`config.mk`:
```
export PLATFORM = sky130hd
export DESIGN_NAME = irq_ack_unit
export DESIGN_NICKNAME = d
export VERILOG_FILES = /design/src/rtl/irq_ack_pkg.sv /design/src/rtl/irq_ack_grp_prio.sv /design/src/rtl/irq_ack_sgi_track.sv /design/src/rtl/irq_ack_unit.sv
export SDC_FILE = /design/constraint.sdc
export NUM_CORES = 1
export LEC_CHECK = 0
export CORE_AREA = 2 2 400 402
export DETAILED_ROUTE_END_ITERATION = 16
export DIE_AREA = 0 0 402 404
export PLACE_DENSITY = 0.32
export SLEW_MARGIN = 10
export SYNTH_ARGS = -nofsm -noshare
export SYNTH_HDL_FRONTEND = slang
export SYNTH_SLANG_ARGS = --single-unit
```
`constraint.sdc`:
```
create_clock -name clk -period 7.65 [get_ports clk]
set_clock_uncertainty 0.2 [all_clocks]
set_input_delay 0.765 -clock clk [delete_from_list [all_inputs] [get_ports clk]]
set_output_delay 0.765 -clock clk [all_outputs]
set_load 0.02 [all_outputs]
```
`src/rtl/irq_ack_pkg.sv`:
```
package irq_ack_pkg;
    localparam int ID_W = 10;
    localparam int SRCF_W = 3;
    localparam logic [ID_W-1:0] SPURIOUS_ID = 10'd1023;

    typedef enum logic [1:0] {
        ST_IDLE   = 2'd0,
        ST_GRANT  = 2'd1,
        ST_REJECT = 2'd2
    } ack_state_e;
endpackage

```
`src/rtl/irq_ack_grp_prio.sv`:
```
module irq_ack_grp_prio #(
    parameter int PRIO_W = 8,
    localparam int LVL_W = PRIO_W - 1,
    localparam int APR_WORDS = (1 << LVL_W) / 32,
    localparam int WIDX_W = (APR_WORDS > 1) ? $clog2(APR_WORDS) : 1
) (
    input  logic [PRIO_W-1:0] prio_i,
    input  logic              alias_i,
    input  logic [2:0]        bpr_i,
    input  logic [2:0]        abpr_i,
    output logic [PRIO_W-1:0] gprio_o,
    output logic [WIDX_W-1:0] word_o,
    output logic [4:0]        bit_o
);
    logic [2:0]        bp;
    logic [3:0]        shamt;
    logic [PRIO_W:0]   wide_mask;
    logic [LVL_W-1:0]  level;

    always_comb begin
        bp        = alias_i ? (abpr_i - 3'd1) : bpr_i;
        shamt     = {1'b0, bp} + 4'd1;
        wide_mask = {(PRIO_W+1){1'b1}} << shamt;
        gprio_o   = prio_i & wide_mask[PRIO_W-1:0];
        level     = gprio_o[PRIO_W-1:1];
        word_o    = WIDX_W'(level >> 5);
        bit_o     = level[4:0];
    end
endmodule

```
`src/rtl/irq_ack_sgi_track.sv`:
```
module irq_ack_sgi_track #(
    parameter int NUM_SGI = 16,
    parameter int SRC_N = 8,
    localparam int SGI_IW = $clog2(NUM_SGI),
    localparam int SRC_W = $clog2(SRC_N)
) (
    input  logic                     clk,
    input  logic                     rst_n,
    input  logic                     post_i,
    input  logic [SGI_IW-1:0]        post_id_i,
    input  logic [SRC_W-1:0]         post_src_i,
    input  logic                     take_i,
    input  logic [SGI_IW-1:0]        take_id_i,
    output logic [SRC_W-1:0]         pick_src_o,
    output logic                     drained_o,
    output logic [NUM_SGI*SRC_N-1:0] masks_o
);
    logic [SRC_N-1:0] mask_q [NUM_SGI];
    logic [SRC_N-1:0] cur_mask;
    logic [SRC_N-1:0] pick_bit;
    logic [SRC_N-1:0] post_bit;

    always_comb begin
        cur_mask   = mask_q[take_id_i];
        pick_bit   = cur_mask & (~cur_mask + SRC_N'(1));
        pick_src_o = '0;
        for (int i = SRC_N - 1; i >= 0; i--) begin
            if (cur_mask[i]) pick_src_o = SRC_W'(i);
        end
        post_bit  = (post_i && post_id_i == take_id_i) ? (SRC_N'(1) << post_src_i) : '0;
        drained_o = ((cur_mask & ~pick_bit) | post_bit) == '0;
    end

    for (genvar g = 0; g < NUM_SGI; g++) begin : g_sgi
        logic [SRC_N-1:0] clr_here;
        logic [SRC_N-1:0] set_here;
        assign clr_here = (take_i && take_id_i == SGI_IW'(g)) ? pick_bit : '0;
        assign set_here = (post_i && post_id_i == SGI_IW'(g)) ? (SRC_N'(1) << post_src_i) : '0;
        always_ff @(posedge clk or negedge rst_n) begin
            if (!rst_n) mask_q[g] <= '0;
            else        mask_q[g] <= (mask_q[g] & ~clr_here) | set_here;
        end
        assign masks_o[g*SRC_N +: SRC_N] = mask_q[g];
    end
endmodule

```
`src/rtl/irq_ack_unit.sv`:
```
module irq_ack_unit
    import irq_ack_pkg::*;
#(
    parameter int NUM_IRQ = 64,
    parameter int PRIO_W = 8,
    parameter int NUM_SGI = 16,
    parameter int SRC_N = 8,
    localparam int IDX_W = $clog2(NUM_IRQ),
    localparam int SGI_IW = $clog2(NUM_SGI),
    localparam int SRC_W = $clog2(SRC_N),
    localparam int APR_WORDS = (1 << (PRIO_W - 1)) / 32,
    localparam int WIDX_W = (APR_WORDS > 1) ? $clog2(APR_WORDS) : 1,
    localparam int DATA_W = ID_W + SRCF_W
) (
    input  logic                      clk,
    input  logic                      rst_n,
    input  logic                      ack_req_i,
    input  logic [ID_W-1:0]           cur_id_i,
    input  logic [NUM_IRQ*PRIO_W-1:0] prio_i,
    input  logic [NUM_IRQ-1:0]        group_i,
    input  logic                      groups_on_i,
    input  logic                      cbpr_i,
    input  logic [2:0]                bpr_i,
    input  logic [2:0]                abpr_i,
    input  logic                      sgi_post_i,
    input  logic [SGI_IW-1:0]         sgi_post_id_i,
    input  logic [SRC_W-1:0]          sgi_post_src_i,
    output logic                      ack_valid_o,
    output logic [DATA_W-1:0]         ack_data_o,
    output logic                      pend_clr_o,
    output logic                      act_set_o,
    output logic [ID_W-1:0]           upd_id_o,
    output logic [PRIO_W:0]           run_prio_o,
    output logic [APR_WORDS*32-1:0]   apr_sec_o,
    output logic [APR_WORDS*32-1:0]   apr_nsec_o,
    output logic [NUM_SGI*SRC_N-1:0]  sgi_src_o
);
    ack_state_e state_q, state_d;

    logic [IDX_W-1:0]   idx;
    logic               id_ok, is_sgi, cur_grp, use_ns, accept;
    logic [PRIO_W-1:0]  cur_prio, gprio;
    logic [WIDX_W-1:0]  apr_word;
    logic [4:0]         apr_bit;
    logic [SRC_W-1:0]   pick_src;
    logic               drained;
    logic [DATA_W-1:0]  ret_val;

    logic [DATA_W-1:0]  data_q;
    logic               pend_q;
    logic [ID_W-1:0]    id_q;
    logic [PRIO_W:0]    run_prio_q;
    logic [APR_WORDS-1:0][31:0] apr_s_q, apr_ns_q;

    // selection and acceptance
    always_comb begin
        id_ok    = cur_id_i < ID_W'(NUM_IRQ);
        idx      = cur_id_i[IDX_W-1:0];
        cur_prio = prio_i[int'(idx)*PRIO_W +: PRIO_W];
        cur_grp  = group_i[idx];
        use_ns   = groups_on_i & cur_grp;
        is_sgi   = cur_id_i < ID_W'(NUM_SGI);
        accept   = ack_req_i & id_ok & ({1'b0, cur_prio} < run_prio_q);
        ret_val  = is_sgi ? {SRCF_W'(pick_src), cur_id_i} : {SRCF_W'(0), cur_id_i};
    end

    irq_ack_grp_prio #(.PRIO_W(PRIO_W)) u_gprio (
        .prio_i  (cur_prio),
        .alias_i (use_ns & ~cbpr_i),
        .bpr_i   (bpr_i),
        .abpr_i  (abpr_i),
        .gprio_o (gprio),
        .word_o  (apr_word),
        .bit_o   (apr_bit)
    );

    irq_ack_sgi_track #(.NUM_SGI(NUM_SGI), .SRC_N(SRC_N)) u_sgi (
        .clk        (clk),
        .rst_n      (rst_n),
        .post_i     (sgi_post_i),
        .post_id_i  (sgi_post_id_i),
        .post_src_i (sgi_post_src_i),
        .take_i     (accept & is_sgi),
        .take_id_i  (cur_id_i[SGI_IW-1:0]),
        .pick_src_o (pick_src),
        .drained_o  (drained),
        .masks_o    (sgi_src_o)
    );

    // next state: depends only on the strobe and its verdict
    always_comb begin
        unique case (state_q)
            ST_IDLE, ST_GRANT, ST_REJECT:
                state_d = !ack_req_i ? ST_IDLE : (accept ? ST_GRANT : ST_REJECT);
            default: state_d = ST_IDLE;
        endcase
    end

    always_ff @(posedge clk or negedge rst_n) begin
        if (!rst_n) state_q <= ST_IDLE;
        else        state_q <= state_d;
    end

    // activation state
    always_ff @(posedge clk or negedge rst_n) begin
        if (!rst_n) begin
            data_q     <= '0;
            pend_q     <= 1'b0;
            id_q       <= '0;
            run_prio_q <= {1'b1, {PRIO_W{1'b0}}};
            apr_s_q    <= '0;
            apr_ns_q   <= '0;
        end else if (accept) begin
            data_q     <= ret_val;
            pend_q     <= is_sgi ? drained : 1'b1;
            id_q       <= cur_id_i;
            run_prio_q <= {1'b0, gprio};
            if (use_ns) apr_ns_q[apr_word][apr_bit] <= 1'b1;
            else        apr_s_q[apr_word][apr_bit]  <= 1'b1;
        end
    end

    // outputs decoded from state
    always_comb begin
        unique case (state_q)
            ST_GRANT: begin
                ack_valid_o = 1'b1;
                ack_data_o  = data_q;
                act_set_o   = 1'b1;
                pend_clr_o  = pend_q;
                upd_id_o    = id_q;
            end
            ST_REJECT: begin
                ack_valid_o = 1'b1;
                ack_data_o  = DATA_W'(SPURIOUS_ID);
                act_set_o   = 1'b0;
                pend_clr_o  = 1'b0;
                upd_id_o    = '0;
            end
            default: begin
                ack_valid_o = 1'b0;
                ack_data_o  = '0;
                act_set_o   = 1'b0;
                pend_clr_o  = 1'b0;
                upd_id_o    = '0;
            end
        endcase
    end

    assign run_prio_o = run_prio_q;
    assign apr_sec_o  = apr_s_q;
    assign apr_nsec_o = apr_ns_q;
endmodule

```
==> summary.txt, run 1 <==
Final layout
  • NumNets Final: 3,369
  • Non-filler cells, final: 4,865
  • Area of the multi-input gates: 0.0109 mm2
  • Fillers: 16,900
  • Register area: 0.0102 mm2
  • Synth-to-layout area growth: 64.5%
  • Layout cells sized above 1: 16.6%
  • Commonest cells after routing, fill and taps aside: clkdlybuf4s50_1, dfrtp_1, o21ai_0, mux4_2, a31o_2
  • Core Util, Final: 23.1%
  • Most common cell after layout, fill and taps aside: clkdlybuf4s50_1

Clock network
  • Clk Latency, worst-skew pair: 0.65 ns
  • CTS H-tree lvls: 2
  • Setup repair bufs after CTS: 0
  • Clk buf depth: 3
  • CTS root buf: clkbuf_16
  • TritonCTS Buffers: 53
  • CTS tree: yes
  • # clock sinks: roughly 410
  • Clock Pin Slew Worst Setup and Hold Paths: 0.05 ns

Die
  • Die width: 402 um
  • Core area: 0.158 mm2
  • DIE HEIGHT: ~400 um
  • IO Count: 1,024
  • Initial Util: 14.0%
  • # rows: ~150
  • DIE AREA: 0.162 mm2

STA
  • Worst hold slack: 0.250 ns
  • # setup viols final: 0
  • Max Clock Freq: 157 MHz
  • Worst-margin pin slew: 1.21 ns
  • Post-Route Setup TNS: 0 ns
  • Hold Fails Final Rpt: 0
  • Slew Viols, Final: 0
  • Final Cycle Share: 83.2%
  • Final Critical Period: 6.36 ns
  • RSZ-0062 raised after global routing: no
  • Relative slew slack: between 10% and 20%

Placed design
  • Inst Count DP: ~4,800
  • Detail Placement HPWL: around 130 mm
  • Final GP Congestion: 0.900
  • Port Buffers: 1,023

Hold path
  • Hold Crit Class: flop to flop

GRT
  • GRT Total Usage: 18.7%
  • First-pass GRT wire length: about 210 mm
  • Overflow after GRT: 0
  • Initial antenna violation count: 20
  • Largest net degree at the start of global routing: 137
  • Vias in the first global route: 22,600

Detailed routing
  • Pre-antenna DRT Iters: 5
  • Routed vias/inst: 4.35
  • DRT Wirelength: 157 mm
  • Iteration-0 DRC Markers: 1,423
  • Detail Route Antenna Nets: 0
  • DRC: 0
  • Vias post-DR: 21,200
  • Routed len/inst: 32.2 um

Power
  • PD cells: 192 mW/mm2
  • Leakage power: 14.9 nW
  • VDD IR-drop max: 0.000177 V
  • Design Power: approximately 7.0 mW

Job
  • Max Cap Violations: 0

Worst setup path
  • CP endpoint kind: flop
  • CP Class: input pin to flop
  • Slowest stage delay, CP: about 0.68 ns
  • Worst Path Max Fanout: 55
  • Setup crit start kind: input pin
  • R2R setup slack: 3.92 ns
  • Critical path's slowest cell: buf_4
  • Required time of the critical path: 7.98 ns
  • CP arrival: 6.70 ns
  • Cell Chain, Critical Path: buf_8 > buf_4 > nor2_1 > a211oi_1 > nand3_1 > nand4_1 > nand2_1 > nand2_1 > nor2_1 > a21oi_1 > ha_1 > a211oi_4 > o2111a_1 > buf_4 > nand4_1 > o21bai_1

Synth
  • Ys Warns: 0
  • Synth cell types: 93
  • #FFs+latches synth: 409
  • Most used DFF post-synth: dfrtp_1
  • Asr flop ratio synth: 100%
  • Post-synth EDFFs: 0
  • Sequential element share of the synthesized area: 46.3%
  • Syn Inst Count: 1,771
  • Mapped cell area: about 0.022 mm2
  • Syn Area/Cell: 12.5 um2
  • Post-Syn Nets: 2,389

Outcome
  • Status: finished, final reports clean
## metal layers
metal,part of all wire [%],vias to the layer above,GRT usage (%)
li1,-,8900,-
met1,40,11100,22.3
met2,51,1049,33.9
met3,7.2,139,4.92
met4,1.9,14,3.38
met5,0.053,-,0
## synthesized netlist by cell type, drive strengths merged, types with 38 or more instances
library cell | number | area (um2)
a21o | 60 | 450
clkbuf | 42 | 160
nand2 | 74 | 278
mux4 | 172 | 3930
inv | 38 | 143
o21bai | 51 | 383
a31o | 114 | 998
mux2i | 47 | 470
buf | 111 | 782
dfrtp | 408 | 10200
o21ai | 270 | 1360
## final cells by class
type / count / share of cell area, %
diodes: 3 / 0.0206
clock buffers: 65 / 3.96
clock inverters: 29 / 1.05
inverters: 38 / 0.392
multi-input cells: 1171 / 29.9
flip-flops and latches: 409 / 28.1
well taps: 2072 / 7.12
repair buffers: 1078 / 29.5
## final timing paths
check	cells after the start	to	startpoint
setup reg to reg	8	u_sgi.masks_o[7]$_DFF_PN0_	u_sgi.masks_o[9]$_DFF_PN0_
hold / removal	1	apr_nsec_o[59]$_DFFE_PN0P_	apr_nsec_o[59]$_DFFE_PN0P_
max in group asynchronous	3	apr_nsec_o[76]$_DFFE_PN0P_	rst_n
hold reg to reg	1	apr_nsec_o[59]$_DFFE_PN0P_	apr_nsec_o[59]$_DFFE_PN0P_
min in group asynchronous	2	apr_sec_o[3]$_DFFE_PN0P_	rst_n
setup / recovery	16	apr_sec_o[31]$_DFFE_PN0P_	cur_id_i[0]
## cell families after synthesis
logic type               after synthesis  share of synthesized area, %
flip-flops                           409                          46.3
adder cells (fa/ha/maj)               14                         0.780
buffers and inverters                191                          4.90
AO/OA/AOI/OAI                        650                          20.2
XOR/XNOR                               6                         0.237
AND/OR/NAND/NOR                      269                          7.03
multiplexers                         232                          20.6
## state kept, by name (all words and copies together), names as in the netlist
register       cells
apr_sec_o        128
run_prio_o         9
apr_nsec_o       128
u_sgi.masks_o    128
state_q            2
data_q            13
pend_q             1
## critical path, delay by kind of cell
family / cells / cell delay [ns]
buf+inv: 3 / 1.52
fa+ha+maj: 1 / 0.36
simple gates: 7 / 1.99
compound gates: 5 / 1.91
## report_power, final
part           internal, mW  total [mW]  switching [mW]
clock                  1.55        2.63            1.08
sequential             2.31        2.47           0.163
combinational         0.854        1.89            1.04
## timing repair
item | CTS | global route
gates resized for setup | 0 | 0
hold buffers | 1 | 0
hold endpoints to repair | 13 | 0
## metrics by stage
stage	instance area, um2	setup WS (ns)
final	36400	1.29
after floorplan	22100	2.36
after CTS	36400	1.06
after global routing	36400	0.772
after global placement	34600	0.392
after detailed placement	34600	0.355
Note: power is estimated with default switching activity, not from simulation.
==> inputs of run 2 (changes only) <==
--- a/config.mk
+++ b/config.mk
@@ -5,10 +5,10 @@
 export SDC_FILE = /design/constraint.sdc
 export NUM_CORES = 1
 export LEC_CHECK = 0
-export CORE_AREA = 2 2 400 402
+export CORE_AREA = 2 2 402 404
 export DETAILED_ROUTE_END_ITERATION = 16
-export DIE_AREA = 0 0 402 404
-export PLACE_DENSITY = 0.32
+export DIE_AREA = 0 0 404 406
+export PLACE_DENSITY = 0.33
 export SLEW_MARGIN = 10
 export SYNTH_ARGS = -nofsm -noshare
 export SYNTH_HDL_FRONTEND = slang
==> constraint.sdc (replaced) <==
create_clock -name clk -period 5.5 [get_ports clk]
set_clock_uncertainty 0.2 [all_clocks]
set_input_delay 0.55 -clock clk [delete_from_list [all_inputs] [get_ports clk]]
set_output_delay 0.55 -clock clk [all_outputs]
set_load 0.02 [all_outputs]
==> summary.txt, run 2 (synthesized netlist as in run 1, its figures left out) <==
Hold path
  • Hold Crit Class: flop to flop
  • WHS Endpoint: apr_nsec_o[58]$_DFFE_PN0P_
  • WHS Path Cells: 1 (unchanged)
  • Hold Path Origin: apr_nsec_o[58]$_DFFE_PN0P_

GRT
  • Largest net degree at the start of global routing: 124 (-9.5%)
  • Initial antenna violation count: 39 (+95%)
  • GRT Total Usage: 18.7% (-0.072 points)
  • Overflow after GRT: 0 (unchanged)
  • Vias in the first global route: 22,500 (-0.59%)
  • First-pass GRT wire length: 209 mm (-0.44%)

Clock network
  • Clk Latency, worst-skew pair: 0.68 ns (+0.03 ns)
  • Post_cts resized: 0 (unchanged)
  • Clk buf depth: 3 (unchanged)
  • CTS H-tree lvls: 2 (unchanged)
  • CTS tree: yes
  • CTS root buf: clkbuf_16
  • Clock Pin Slew Worst Setup and Hold Paths: 0.06 ns (about the same)
  • # clock sinks: 409 (unchanged)
  • TritonCTS Buffers: 56 (+5.7%)

Die
  • Die width: 404 um (+0.50%)
  • # rows: 147 (+0.68%)
  • IO Count: 1,024 (unchanged)
  • Core area: 0.160 mm2 (+1.2%)
  • DIE HEIGHT: 406 um (+0.50%)
  • DIE AREA: 0.164 mm2 (+1.0%)
  • Initial Util: 13.9% (-0.16 points)

Worst setup path
  • Required time of the critical path: 5.84 ns (-2.14 ns)
  • Reg2Reg Depth: 6 (-2)
  • Most frequent cell on the critical path: buf_4
  • CP Class: input pin to flop
  • Capturing point of the worst reg2reg path: data_q[12]$_DFFE_PN0N_
  • Worst r2r src: u_sgi.masks_o[32]$_DFF_PN0_
  • CP endpoint kind: flop
  • Slowest stage delay, CP: 0.63 ns (-0.05 ns)
  • Worst setup startpoint: cur_id_i[0]
  • Critical path's slowest cell: mux4_2
  • Setup crit start kind: input pin
  • R2R setup slack: 2.16 ns (-1.76 ns)
  • Cell family with the largest share of critical-path delay: buffers and inverters
  • Cell Chain, Critical Path: buf_8 > buf_4 > mux4_2 > mux4_2 > a22oi_1 > buf_4 > nand3_1 > buf_4 > ha_1 > nand4_1 > o311a_1 > o21ai_0 > o21ba_2 > o31a_2 > nor4b_4 > buf_4 > or3b_1 > buf_4 > o31ai_2
  • Worst Path Max Fanout: 25 (-55%)
  • CP arrival: 5.47 ns (-1.23 ns)
  • Worst path bufs/invs: 6 (+3)

Power
  • VDD IR-drop max: 0.000271 V (+54%)
  • Design Power: 9.91 mW (+42%)
  • PD cells: 263 mW/mm2 (+37%)
  • Leakage power: 15.5 nW (+4.2%)

STA
  • Post-Route Setup TNS: 0 ns (unchanged)
  • Relative slew slack: 24.4% (+5.3 points)
  • # setup viols final: 0 (unchanged)
  • Final Critical Period: 5.13 ns
  • Slew Viols, Final: 0 (unchanged)
  • Worst setup slack after layout: 0.367 ns (-0.921 ns)
  • Final Cycle Share: between 90% and 100%
  • Worst-margin pin slew: 1.13 ns (-0.0812 ns)
  • Hold Fails Final Rpt: 0 (unchanged)
  • RSZ-0062 raised after global routing: no
  • Max Clock Freq: approximately 200 MHz

Detailed routing
  • Iteration-0 DRC Markers: 1,142 (-20%)
  • Detail Route Antenna Nets: 0 (unchanged)
  • DRC: 0 (unchanged)
  • Routed vias/inst: 4.24 (-2.7%)
  • DRT Wirelength: 158 mm (+0.99%)
  • Routed len/inst: 31.7 um (-1.7%)
  • Pre-antenna DRT Iters: 5 (unchanged)
  • Vias post-DR: 21,200 (-0.014%)

Final layout
  • Synth-to-layout area growth: 70.0%
  • Most common cell after layout, fill and taps aside: clkdlybuf4s50_1
  • Commonest cells after routing, fill and taps aside: clkdlybuf4s50_1, dfrtp_1, o21ai_0, mux4_2, buf_4
  • Layout cells sized above 1: 19.7% (+3.0 points)
  • NumNets Final: 3,476 (+3.2%)

Placed design
  • DP Worst Slack: -0.381 ns (-0.737 ns)
  • Port Buffers: 1,023 (unchanged)
  • Final GP Congestion: 0.842 (-6.5%)
  • Detail Placement HPWL: 129 mm (about the same)

Outcome
  • Status: finished, final reports clean

Job
  • Max Cap Violations: 0 (unchanged)
[run 2: cell types whose count changed in the layout (fill, tap and decap cells not counted), sizes merged]
cell,delta
buf,+104
clkbuf,+11
diode,+6
bufinv,-3
[run 2: repair_timing]
item	CTS	global route
setup buffers	0	0
hold buffers	1	0
hold endpoints to repair	72	0
setup endpoints to repair	0	0
[run 2: worst reg2reg max path, stage by stage (launching register included)]
cell       delay [ns]
dfrtp_1          0.46
mux4_2           0.51
mux4_2           0.60
or2_2            0.37
a2111oi_0        0.71
buf_4            0.24
mux2_2           0.14
[run 2: final cells by class]
type	count	area (um2)
clock inverters	26	310
clock buffers	76	1600
fillers	17100	122000
diodes	9	22.5
well taps	2086	2610
repair buffers	1182	11800
inverters	38	143
multi-input cells	1171	10900
flip-flops and latches	409	10200
[run 2: how the worst max path moves through the flow]
stage	to	slack, ns	depth (start not counted)
floorplan	apr_nsec_o[28]$_DFFE_PN0P_	0.43	20
global placement	apr_sec_o[56]$_DFFE_PN0P_	-0.40	19
detailed placement	apr_sec_o[56]$_DFFE_PN0P_	-0.38	19
CTS	apr_sec_o[56]$_DFFE_PN0P_	0.31	19
global route	u_sgi.masks_o[39]$_DFF_PN0_	0.07	20
finish	apr_sec_o[56]$_DFFE_PN0P_	0.37	19
[run 2: where the power goes]
group	switching, mW	total [mW]	leakage, nW	internal [mW]
clock network	1.57	3.76	0.925	2.19
logic	1.45	2.73	9.12	1.28
registers	0.208	3.42	5.50	3.21
[run 2: per-stage QoR]
step	cell area, um2	utilization, %	instances	hold slack, ns
2_1_floorplan	22100	-	1771	0.0544
3_3_place_gp	35700	22.4	4885	0.238
3_5_place_dp	35700	22.4	4885	0.242
4_1_cts	37600	23.6	4988	0.241
5_1_grt	37600	23.6	4992	0.268
6_report	37600	23.6	4997	0.251
[run 2: metal layers]
| metal | track usage (%) | up-vias | part of all wire (%) |
|---|---|---|---|
| li1 | - | 9114 | - |
| met1 | 21.9 | 10900 | 40 |
| met2 | 31.8 | 958 | 48 |
| met3 | 5.86 | 206 | 8.1 |
| met4 | 6.81 | 22 | 4.0 |
| met5 | 0 | - | 0.099 |
